`src/rtl/vfa_pkg.sv`:
```
package vfa_pkg;
  localparam int CFG_AW = 10;
  localparam int DATA_W = 32;
  localparam int ADDR_W = 32;
  localparam int LEN_W  = 8;
  localparam int IDX_W  = 16;

  localparam logic [CFG_AW-1:0] REG_BASE     = 10'h200;
  localparam logic [CFG_AW-1:0] REG_LDR0     = 10'h203;
  localparam int                LDR_STRIDE   = 3;
  localparam logic [CFG_AW-1:0] REG_IDXDESC  = 10'h227;
  localparam logic [CFG_AW-1:0] REG_VCOUNT   = 10'h228;
  localparam logic [CFG_AW-1:0] REG_GO_PLAIN = 10'h22E;
  localparam logic [CFG_AW-1:0] REG_GO_INDEX = 10'h22F;

  typedef enum logic [2:0] {
    ST_IDLE,
    ST_IDX_REQ,
    ST_IDX_WAIT,
    ST_ATTR,
    ST_FIN
  } seq_state_e;
endpackage

```
`src/rtl/vfa_regfile.sv`:
```
module vfa_regfile
  import vfa_pkg::*;
#(
  parameter int NUM_LDR = 12
) (
  input  logic                          clk,
  input  logic                          rst_n,
  input  logic                          we,
  input  logic [CFG_AW-1:0]             addr,
  input  logic [DATA_W-1:0]             wdata,
  output logic [28:0]                   base_units,
  output logic [NUM_LDR-1:0][31:0]      ldr_off,
  output logic [NUM_LDR-1:0][LEN_W-1:0] ldr_bytes,
  output logic [NUM_LDR-1:0]            ldr_active,
  output logic [30:0]                   idx_off,
  output logic                          idx_wide,
  output logic [31:0]                   vcount,
  output logic                          go_plain,
  output logic                          go_index
);
  // Shared registers
  always_ff @(posedge clk) begin
    if (!rst_n) begin
      base_units <= '0;
      idx_off    <= '0;
      idx_wide   <= 1'b0;
      vcount     <= '0;
    end else if (we) begin
      if (addr == REG_BASE)    base_units <= wdata[28:0];
      if (addr == REG_IDXDESC) begin
        idx_off  <= wdata[30:0];
        idx_wide <= wdata[31];
      end
      if (addr == REG_VCOUNT)  vcount <= wdata;
    end
  end

  // One descriptor per loader
  for (genvar g = 0; g < NUM_LDR; g++) begin : g_ldr
    localparam logic [CFG_AW-1:0] W_OFF  = CFG_AW'(int'(REG_LDR0) + LDR_STRIDE * g);
    localparam logic [CFG_AW-1:0] W_SIZE = CFG_AW'(int'(REG_LDR0) + LDR_STRIDE * g + 2);
    logic [3:0] comp_cnt;

    always_ff @(posedge clk) begin
      if (!rst_n) begin
        ldr_off[g]   <= '0;
        ldr_bytes[g] <= '0;
        comp_cnt     <= '0;
      end else if (we) begin
        if (addr == W_OFF)  ldr_off[g] <= wdata;
        if (addr == W_SIZE) begin
          ldr_bytes[g] <= wdata[23:16];
          comp_cnt     <= wdata[31:28];
        end
      end
    end

    assign ldr_active[g] = |comp_cnt;
  end

  assign go_plain = we && (addr == REG_GO_PLAIN);
  assign go_index = we && (addr == REG_GO_INDEX);
endmodule

```
`src/rtl/vfa_ldr_scan.sv`:
```
module vfa_ldr_scan #(
  parameter int NUM_LDR = 12,
  localparam int LW = (NUM_LDR > 1) ? $clog2(NUM_LDR) : 1
) (
  input  logic [NUM_LDR-1:0] mask,
  input  logic [LW-1:0]      cur,
  output logic [LW-1:0]      first_ldr,
  output logic               first_ok,
  output logic [LW-1:0]      next_ldr,
  output logic               next_ok
);
  // Lowest set loader overall
  always_comb begin
    first_ok  = 1'b0;
    first_ldr = '0;
    for (int k = NUM_LDR - 1; k >= 0; k--) begin
      if (mask[k]) begin
        first_ok  = 1'b1;
        first_ldr = LW'(k);
      end
    end
  end

  // Lowest set loader strictly above cur
  always_comb begin
    next_ok  = 1'b0;
    next_ldr = '0;
    for (int k = NUM_LDR - 1; k >= 0; k--) begin
      if (mask[k] && (k > int'(cur))) begin
        next_ok  = 1'b1;
        next_ldr = LW'(k);
      end
    end
  end
endmodule

```
`src/rtl/vfa_addr_calc.sv`:
```
module vfa_addr_calc
  import vfa_pkg::*;
(
  input  logic [28:0]       base_units,
  input  logic [31:0]       sel_off,
  input  logic [LEN_W-1:0]  sel_bytes,
  input  logic [ADDR_W-1:0] vtx_idx,
  input  logic [ADDR_W-1:0] vtx_num,
  input  logic [30:0]       idx_off,
  input  logic              idx_wide,
  input  logic              is_idx,
  output logic [ADDR_W-1:0] addr,
  output logic [LEN_W-1:0]  len
);
  logic [ADDR_W-1:0] base_b;
  logic [ADDR_W-1:0] attr_addr;
  logic [ADDR_W-1:0] idx_addr;
  logic [ADDR_W-1:0] idx_step;

  assign base_b    = {base_units, 3'b000};
  assign attr_addr = base_b + sel_off + (vtx_idx * ADDR_W'(sel_bytes));
  assign idx_step  = idx_wide ? {vtx_num[ADDR_W-2:0], 1'b0} : vtx_num;
  assign idx_addr  = base_b + {1'b0, idx_off} + idx_step;

  always_comb begin
    if (is_idx) begin
      addr = idx_addr;
      len  = idx_wide ? LEN_W'(2) : LEN_W'(1);
    end else begin
      addr = attr_addr;
      len  = sel_bytes;
    end
  end
endmodule

```
`src/rtl/vfa_seq.sv`:
```
module vfa_seq
  import vfa_pkg::*;
#(
  parameter int NUM_LDR = 12,
  localparam int LW = (NUM_LDR > 1) ? $clog2(NUM_LDR) : 1
) (
  input  logic               clk,
  input  logic               rst_n,
  input  logic               go_plain,
  input  logic               go_index,
  input  logic [31:0]        vcount,
  input  logic [NUM_LDR-1:0] active_mask,
  input  logic               idx_wide,
  input  logic [LW-1:0]      first_ldr,
  input  logic               first_ok,
  input  logic [LW-1:0]      next_ldr,
  input  logic               next_ok,
  input  logic               req_ready,
  input  logic               idx_rvalid,
  input  logic [IDX_W-1:0]   idx_rdata,
  output logic [LW-1:0]      cur_ldr,
  output logic [ADDR_W-1:0]  vtx_num,
  output logic [ADDR_W-1:0]  vtx_idx,
  output logic               req_valid,
  output logic               req_is_idx,
  output logic               idx_rready,
  output logic               busy,
  output logic               done
);
  seq_state_e        state;
  logic [31:0]       cnt_q;
  logic              indexed_q;
  logic              last_vtx;

  assign last_vtx = (vtx_num == (cnt_q - 32'd1));

  always_ff @(posedge clk) begin
    if (!rst_n) begin
      state     <= ST_IDLE;
      cnt_q     <= '0;
      indexed_q <= 1'b0;
      cur_ldr   <= '0;
      vtx_num   <= '0;
      vtx_idx   <= '0;
    end else begin
      case (state)
        ST_IDLE: begin
          if (go_plain || go_index) begin
            cnt_q     <= vcount;
            indexed_q <= go_index;
            vtx_num   <= '0;
            vtx_idx   <= '0;
            cur_ldr   <= first_ldr;
            if ((vcount == 32'd0) || !first_ok) state <= ST_FIN;
            else if (go_index)                  state <= ST_IDX_REQ;
            else                                state <= ST_ATTR;
          end
        end
        ST_IDX_REQ: begin
          if (req_ready) state <= ST_IDX_WAIT;
        end
        ST_IDX_WAIT: begin
          if (idx_rvalid) begin
            vtx_idx <= idx_wide ? ADDR_W'(idx_rdata) : ADDR_W'(idx_rdata[7:0]);
            cur_ldr <= first_ldr;
            state   <= ST_ATTR;
          end
        end
        ST_ATTR: begin
          if (req_ready) begin
            if (next_ok) begin
              cur_ldr <= next_ldr;
            end else if (last_vtx) begin
              state <= ST_FIN;
            end else begin
              vtx_num <= vtx_num + 1'b1;
              cur_ldr <= first_ldr;
              if (indexed_q) begin
                state <= ST_IDX_REQ;
              end else begin
                vtx_idx <= vtx_num + 1'b1;
              end
            end
          end
        end
        ST_FIN:  state <= ST_IDLE;
        default: state <= ST_IDLE;
      endcase
    end
  end

  assign req_valid  = (state == ST_IDX_REQ) || (state == ST_ATTR);
  assign req_is_idx = (state == ST_IDX_REQ);
  assign idx_rready = (state == ST_IDX_WAIT);
  assign busy       = (state == ST_IDX_REQ) || (state == ST_IDX_WAIT) || (state == ST_ATTR);
  assign done       = (state == ST_FIN);

  AST_REQ_HOLD: assert property (@(posedge clk) disable iff (!rst_n)
    req_valid && !req_ready |=> req_valid && $stable(req_is_idx) && $stable(cur_ldr) && $stable(vtx_num) && $stable(vtx_idx))
    else $error("request changed while stalled");

  AST_DONE_PULSE: assert property (@(posedge clk) disable iff (!rst_n)
    done |=> !done)
    else $error("done longer than one cycle");

  AST_DONE_NOT_BUSY: assert property (@(posedge clk) disable iff (!rst_n)
    done |-> !busy && $past(state) != ST_FIN)
    else $error("done overlaps busy");

  AST_IDX_EXCLUSIVE: assert property (@(posedge clk) disable iff (!rst_n)
    idx_rready |-> !req_valid)
    else $error("request while waiting for index");

  AST_LDR_ACTIVE: assert property (@(posedge clk) disable iff (!rst_n)
    req_valid && !req_is_idx && $stable(active_mask) |-> active_mask[cur_ldr])
    else $error("request for inactive loader");

  AST_TRIG_IGNORED: assert property (@(posedge clk) disable iff (!rst_n)
    busy && (go_plain || go_index) |=> (busy || done) && $stable(cnt_q))
    else $error("trigger taken while busy");
endmodule

```
`src/rtl/vtx_fetch_agen.sv`:
```
module vtx_fetch_agen
  import vfa_pkg::*;
#(
  parameter int NUM_LDR = 12
) (
  input  logic               clk,
  input  logic               rst_n,
  input  logic               cfg_we,
  input  logic [9:0]         cfg_addr,
  input  logic [31:0]        cfg_wdata,
  output logic               req_valid,
  input  logic               req_ready,
  output logic [31:0]        req_addr,
  output logic [7:0]         req_len,
  output logic               req_kind,
  output logic [3:0]         req_loader,
  input  logic               idx_rvalid,
  output logic               idx_rready,
  input  logic [15:0]        idx_rdata,
  output logic               busy,
  output logic               done
);
  localparam int LW = (NUM_LDR > 1) ? $clog2(NUM_LDR) : 1;

  logic [28:0]                   base_units;
  logic [NUM_LDR-1:0][31:0]      ldr_off;
  logic [NUM_LDR-1:0][LEN_W-1:0] ldr_bytes;
  logic [NUM_LDR-1:0]            ldr_active;
  logic [30:0]                   idx_off;
  logic                          idx_wide;
  logic [31:0]                   vcount;
  logic                          go_plain;
  logic                          go_index;
  logic [LW-1:0]                 first_ldr;
  logic                          first_ok;
  logic [LW-1:0]                 next_ldr;
  logic                          next_ok;
  logic [LW-1:0]                 cur_ldr;
  logic [ADDR_W-1:0]             vtx_num;
  logic [ADDR_W-1:0]             vtx_idx;
  logic                          req_is_idx;
  logic [31:0]                   sel_off;
  logic [LEN_W-1:0]              sel_bytes;

  vfa_regfile #(.NUM_LDR(NUM_LDR)) u_regs (
    .clk        (clk),
    .rst_n      (rst_n),
    .we         (cfg_we),
    .addr       (cfg_addr),
    .wdata      (cfg_wdata),
    .base_units (base_units),
    .ldr_off    (ldr_off),
    .ldr_bytes  (ldr_bytes),
    .ldr_active (ldr_active),
    .idx_off    (idx_off),
    .idx_wide   (idx_wide),
    .vcount     (vcount),
    .go_plain   (go_plain),
    .go_index   (go_index)
  );

  vfa_ldr_scan #(.NUM_LDR(NUM_LDR)) u_scan (
    .mask      (ldr_active),
    .cur       (cur_ldr),
    .first_ldr (first_ldr),
    .first_ok  (first_ok),
    .next_ldr  (next_ldr),
    .next_ok   (next_ok)
  );

  vfa_seq #(.NUM_LDR(NUM_LDR)) u_seq (
    .clk         (clk),
    .rst_n       (rst_n),
    .go_plain    (go_plain),
    .go_index    (go_index),
    .vcount      (vcount),
    .active_mask (ldr_active),
    .idx_wide    (idx_wide),
    .first_ldr   (first_ldr),
    .first_ok    (first_ok),
    .next_ldr    (next_ldr),
    .next_ok     (next_ok),
    .req_ready   (req_ready),
    .idx_rvalid  (idx_rvalid),
    .idx_rdata   (idx_rdata),
    .cur_ldr     (cur_ldr),
    .vtx_num     (vtx_num),
    .vtx_idx     (vtx_idx),
    .req_valid   (req_valid),
    .req_is_idx  (req_is_idx),
    .idx_rready  (idx_rready),
    .busy        (busy),
    .done        (done)
  );

  assign sel_off   = ldr_off[cur_ldr];
  assign sel_bytes = ldr_bytes[cur_ldr];

  vfa_addr_calc u_calc (
    .base_units (base_units),
    .sel_off    (sel_off),
    .sel_bytes  (sel_bytes),
    .vtx_idx    (vtx_idx),
    .vtx_num    (vtx_num),
    .idx_off    (idx_off),
    .idx_wide   (idx_wide),
    .is_idx     (req_is_idx),
    .addr       (req_addr),
    .len        (req_len)
  );

  assign req_kind   = req_is_idx;
  assign req_loader = req_is_idx ? 4'd0 : 4'(cur_ldr);

  AST_IDX_LEN: assert property (@(posedge clk) disable iff (!rst_n)
    req_valid && req_kind |-> req_len == (idx_wide ? 8'd2 : 8'd1) && req_loader == 4'd0)
    else $error("index request length wrong");

  AST_ATTR_LEN: assert property (@(posedge clk) disable iff (!rst_n)
    req_valid && !req_kind |-> req_len == ldr_bytes[req_loader])
    else $error("attribute length wrong");
endmodule

```
`config.mk`:
```
export PLATFORM = sky130hd
export DESIGN_NAME = vtx_fetch_agen
export DESIGN_NICKNAME = d
export VERILOG_FILES = /design/src/rtl/vfa_pkg.sv /design/src/rtl/vfa_regfile.sv /design/src/rtl/vfa_ldr_scan.sv /design/src/rtl/vfa_addr_calc.sv /design/src/rtl/vfa_seq.sv /design/src/rtl/vtx_fetch_agen.sv
export SDC_FILE = /design/constraint.sdc
export NUM_CORES = 2
export LEC_CHECK = 0
export BUFFER_PORTS_ARGS = -buffer_cell sky130_fd_sc_hd__buf_2
export CORE_MARGIN = 2
export CORE_UTILIZATION = 40
export DETAILED_ROUTE_END_ITERATION = 8
export PLACE_DENSITY = 0.53
export SYNTH_ARGS = -nofsm -noshare
export SYNTH_HDL_FRONTEND = slang
export SYNTH_SLANG_ARGS = --single-unit
```
`constraint.sdc`:
```
create_clock -name clk -period 8.03 [get_ports clk]
set_input_delay 0 -clock clk [delete_from_list [all_inputs] [get_ports clk]]
set_output_delay 0 -clock clk [all_outputs]
set_load 0.005 [all_outputs]
```
Word level (Yosys, flattened, before mapping)

Cells that the tools add are included.

Logic and storage cells: 258
Bits in registers: 725
Bits of input ports: 63
Output and inout bits: 49

Reduce and logical (&&, ||, !) cells: 67
Equality and inequality tests: 43
$add $sub $neg: 6
Order comparisons: 12
Multiply operators: 1
Muxes and demuxes: 83

Operators by type and width:

| cell                                                                  | count |
|---|---|
| 32-bit two-way mux                                                    | 12 |
| 10-bit == test (second input constant)                                | 29 |
| 32-bit binary-select mux with 4-bit select                            | 1 |
| 4-bit two-way mux                                                     | 29 |
| 32-bit adder                                                          | 3 |
| 32-bit one-hot mux with 3 select lines                                | 1 |
| 32-bit one-hot mux with 2 select lines                                | 1 |
| 2-bit AND reduction                                                   | 28 |
| 4-bit OR reduction                                                    | 12 |
| 32-bit by 1-bit adder with 32-bit output (second input constant)      | 1 |
| 32-bit by 31-bit adder with 32-bit output                             | 1 |
| 8-bit binary-select mux with 4-bit select                             | 1 |
| 32-bit == test                                                        | 1 |
| 32-bit logical NOT                                                    | 1 |
| 32-bit by 8-bit multiplier with 32-bit output                         | 1 |
| 32-bit by 1-bit subtractor with 32-bit output (second input constant) | 1 |
| 3-bit two-way mux                                                     | 8 |
| 1-bit two-way mux                                                     | 23 |
| 3-bit by 4-bit > comparator with 1-bit output (first input constant)  | 4 |
| 4-bit > comparator (first input constant)                             | 4 |
| 16-bit two-way mux                                                    | 1 |
| 8-bit two-way mux                                                     | 2 |
| 1-bit logical AND                                                     | 13 |
| 2-bit inequality test (second input constant)                         | 6 |
| other kinds (20)                                                      | 28 |

Longest topological paths before layout

Depth in word-level cells: 18
Mapped depth: 31
Depth with buffers taken out: 27

Modules after synthesis

Synthesis repeated with hierarchy kept, for this count alone.

Cells, all modules: 4611
Area, all modules: 43959.7 um2

By module, submodules not included:

| module         | seq. area each (um2) | cells an instance | times used | area an instance (um2) |
|---|---|---|---|---|
| vfa_regfile    | 12431.9              | 2145              | 1          | 22587.9 |
| vfa_addr_calc  | 0.0                  | 1244              | 1          | 10938.0 |
| vfa_seq        | 2082.0               | 769               | 1          | 6085.8 |
| vtx_fetch_agen | 0.0                  | 376               | 1          | 3901.2 |
| vfa_ldr_scan   | 0.0                  | 77                | 1          | 446.7 |

Worst setup path before layout

OpenSTA, ideal clock, no wires.

Path kind: flip-flop to output port
Start: reg u_seq.cur_ldr[0]
End: out req_addr[30]
Cell stages (with the launch flop): 29
Required time: 8030 ps
Arrival: 7746 ps
Setup slack: 284 ps
Path buffers: 5
Cells stage by stage: dfxtp_1 clkbuf_1 buf_2 clkbuf_1 buf_1 clkbuf_1 mux2i_1 o22ai_1 a211o_1 a221oi_1 fa_1 inv_1 fa_1 fa_1 fa_1 inv_1 fa_1 inv_1 ha_1 a21o_1 a21o_1 a2111oi_0 o21ai_0 a31oi_1 o31ai_1 a31oi_1 o21ai_0 xnor2_1 o21ai_0

Longest elaborated chain between the ends: 5
Elaborated cells on any way between the ends: 8
Those cells by class: add/sub (2); mul (1); mux (5)

Ends and longest elaborated chain:

| what                                                                                                    | line                                       | source |
|---|---|---|
| start, declared                                                                                         | vfa_seq.sv:21                              | `output logic [LW-1:0] cur_ldr,` |
| start signal, assigned                                                                                  | vfa_seq.sv:53                              | `cur_ldr <= first_ldr;` |
| start signal, assigned                                                                                  | vfa_seq.sv:65                              | `cur_ldr <= first_ldr;` |
| start signal, assigned                                                                                  | vfa_seq.sv:72                              | `cur_ldr <= next_ldr;` |
| 8-bit binary-select mux with 4-bit select or 32-bit binary-select mux with 4-bit select (tied branches) | vtx_fetch_agen.sv:97, vtx_fetch_agen.sv:96 |  |
| 8-bit two-way mux (implied by the code) or 32-bit two-way mux (tied branches)                           | vtx_fetch_agen.sv:97, vtx_fetch_agen.sv:96 |  |
| 32-bit by 8-bit multiplier with 32-bit output or 32-bit adder (tied branches)                           | vfa_addr_calc.sv:21                        | `assign attr_addr = base_b + sel_off + (vtx_idx * ADDR_W'(sel_bytes));` |
| 32-bit adder *                                                                                          | vfa_addr_calc.sv:21                        |  |
| 32-bit two-way mux *                                                                                    | vfa_addr_calc.sv:26                        | `if (is_idx) begin` |
| end, declared                                                                                           | vtx_fetch_agen.sv:13                       | `output logic [31:0] req_addr,` |

Mark *: on every way between the ends. The rest lies on a longest branch, timed or not. The select of a mux whose other input is x is not followed.

Worst setup path in the final report

Start: reg u_seq.cur_ldr[0]
End: out req_addr[31]

Same word-level chain as after synthesis.

==> results.cfg <==
[route]
drtAntennaViolNets = 0
firstDrtPassIters = 7
wirelength_um = 146000
drc = 0
via_per_inst = 5.37
wl_per_cell_um = 21.8
drt_iter0_drc = 2630
vias = 36000

[timing]
hold_slack_ns = 0.0304
hold_viol = 0
worst_slack_ns = 0.236
skew_ns = 0.0292
setup_violations = 0
setup_tns_ns = 0
fin_crit_ns = 7.79
slew_viol_final = 0
relSlewSlack_pct = 9.72
fmax_ghz = 0.128
worstMarginPinSlew_ns = 1.34
period_share_pct = 97.1

[place]
dp_hpwl_um = 97500
pre_cts_slack_ns = 0.307
port_buffers = 111
gp_congestion = 0.910

[clocking]
clockBufferDepth = 3
clk_pin_slew_ns = 0.06
numCtsBuffers = 87
worstSkewPairLatency_ns = 0.67
clock-sinks = 725
h-tree-depth = 3
cts_tree = built
clockRootBuffer = clkbuf_16

[pwr]
power_w = 0.00884
p_per_area_mw_per_mm2 = 177
peakVddDrop_mv = 0.160
p_leak_nw = 18.8

[cells_and_area]
multi_input_area_sq_mm = 0.0275
seqCellArea_sq_mm = 0.0145
drive_above_1_share_pct = 10.3
nNetsFinal = 5547
nFillCells = 10700
area_delta_synth_final_pct = 13.1

[worst_hold_path]
hold_class = primary input to register
hp-start = cfg_wdata[21]

[grt]
grt_pass1_wl_um = 220000
first_global_vias = 34800
grt_start_max_net_pins = 221
overflow = 0
antenna_found_initial = 3
grtUsageTotal_pct = 25.4

[floorplan]
dieArea_sq_mm = 0.113
floorplan.initialDensity_pct = 40.4
ios = 112
core_area_sq_mm = 0.109
die_w_um = 336
rows = 121
die_h_um = 336

[synthesis]
synthSimpleGateAreaFrac_pct = 20.6
synth_top_family_by_area = simple AND/OR/NAND/NOR gates
synth_compound_gate_area_share_pct = 16.6
synth_edf_count = 0
synth_area_leaders = dfxtp_1, nand2_1, fa_1, a21boi_0, mux2i_1
synth_xor_area_share_pct = 2.39
synth_top_area_share_pct = 32.9
synth.most_common_cell = nand2_1
syn-num-nets = 5569
synth_cell_types = 90
yosysTopAreaCell = dfxtp_1
syn-cell-area_sq_mm = 0.0441
synth-main-ff-cell = dfxtp_1
syn_inst = 5188
syn_area_per_cell_sq_um = 8.51
synth-adder-area-share_pct = 13.1
yosys_warnings = 0
synthTopCellsByCount = nand2_1, dfxtp_1, a21boi_0
muxShareOfSynthArea_pct = 8.69
synth_seq_cells = 725
synthArstFlopShare_pct = 0
synth-seq-area-share_pct = 32.9

[setup_path]
required_ns = 8.03
crit_path_max_fanout = 26
r2r-start = u_seq.cnt_q[18]$_SDFFE_PN0P_
crit_start = u_seq.cur_ldr[0]$_SDFFE_PN0P_
critPathLaunchType = register
path_class = register to primary output
endpoint_kind = primary output
arrival_ns = 7.79

[run]
drv_cap = 0

[outcome]
outcome = completed
-- cells by family (layout without fill, tap and decap cells) --
family	after synthesis	count (layout)
simple gates	2040	2040
xor+xnor	119	119
other cells	0	1
mux	325	325
compound gates	1016	1017
flops	725	725
fa+ha+maj	318	318
buf+inv	645	684
-- metal layers --
layer / GRT usage, % / up-vias / part of all wire [%]
met1: 34.8 / 17700 / 45
li1: - / 17200 / -
met3: 2.92 / 194 / 5.2
met2: 42.7 / 944 / 47
met5: 0 / - / 0
met4: 6.09 / 0 / 2.2
-- placed cells by master, fill, tap and decap left out, drive strengths merged, types with 9 or more instances in the layout --
cell,instances
inv,240
xor2,55
nor2,162
a211oi,18
a31o,9
a31oi,16
nand2b,17
buf,232
and2,164
mux2i,247
mux2,35
clkbuf,129
and3,16
or3,19
nand4,21
dlygate4sd3,65
o22ai,42
fa,243
clkinv,12
nor3,44
ha,75
a22oi,13
mux4,43
dfxtp,725
a21boi,526
o211ai,17
a221oi,33
o211a,18
o21a,16
a21oi,84
nand2,1309
a211o,31
o21ai,112
nor4,35
nand3,71
nor2b,149
xnor2,63
a21o,24
-- power by group --
group          switching [W]  total (W)  internal [W]
logic               0.000687    0.00106      0.000368
registers           0.000153    0.00380       0.00365
clock network        0.00165    0.00398       0.00233
total                0.00249    0.00884       0.00634
-- registers in the layout, indices dropped and copies added, names as in the netlist --
register / count
u_regs.g_ldr.comp_cnt: 48
u_regs.ldr_off: 384
u_seq.vtx_num: 32
u_regs.base_units: 29
u_regs.vcount: 32
u_seq.indexed_q: 1
u_seq.cnt_q: 32
u_seq.cur_ldr: 4
u_regs.ldr_bytes: 96
u_regs.idx_off: 31
u_regs.idx_wide: 1
u_seq.vtx_idx: 32
u_seq.state: 3
-- final timing paths --
path | to | slack, ns | cells after the start
max | req_addr[31] | 0.24 | 24
min | u_regs.ldr_off[85]$_SDFFE_PN0P_ | 0.03 | 3
max reg2reg | u_seq.vtx_idx[9]$_SDFFE_PN0P_ | 3.03 | 12
min reg2reg | u_regs.ldr_off[55]$_SDFFE_PN0P_ | 0.46 | 2
-- final cells by class --
class | count | area share (%)
antenna | 1 | 0.00501
clock buffer | 128 | 5.09
clock inverter | 23 | 0.584
inverter | 235 | 1.77
multi-input combinational | 3819 | 55.1
sequential | 725 | 29.1
tap | 1476 | 3.70
timing repair buffer | 298 | 4.66
-- critical path, cell delays in order, from the launching register on --
cell      delay [ns]
dfxtp_4         0.49
buf_8           0.27
buf_12          0.26
mux4_2          0.55
a211o_1         0.41
a221oi_1        0.36
fa_1            0.46
inv_1           0.09
fa_1            0.44
fa_1            0.52
fa_1            0.50
inv_1           0.07
fa_1            0.48
inv_1           0.04
ha_1            0.34
a21o_1          0.20
a21o_1          0.17
a21oi_1         0.30
nand2_1         0.09
nand2_1         0.09
o211ai_1        0.14
a41oi_1         0.28
xnor2_1         0.12
mux2i_2         0.25
buf_2           0.17
-- stage by stage --
step                      instance area (sq um)  util [%]  cells
after global routing                      49900      45.7   6704
after floorplan                           44100         -   5188
final                                     49900      45.7   6705
after global placement                    46000      42.1   6469
after detailed placement                  46000      42.1   6469
after CTS                                 49600      45.4   6689
-- repair_timing --
action | CTS | global route
hold buffers | 65 | 0
resized for setup | 18 | 43
cloned | 0 | 2
buffers inserted | 4 | 13
hold endpoints to repair | 503 | 0
setup endpoints to repair | 10 | 9
pin swaps | 1 | 12
Note: power is estimated with default switching activity, not from simulation.
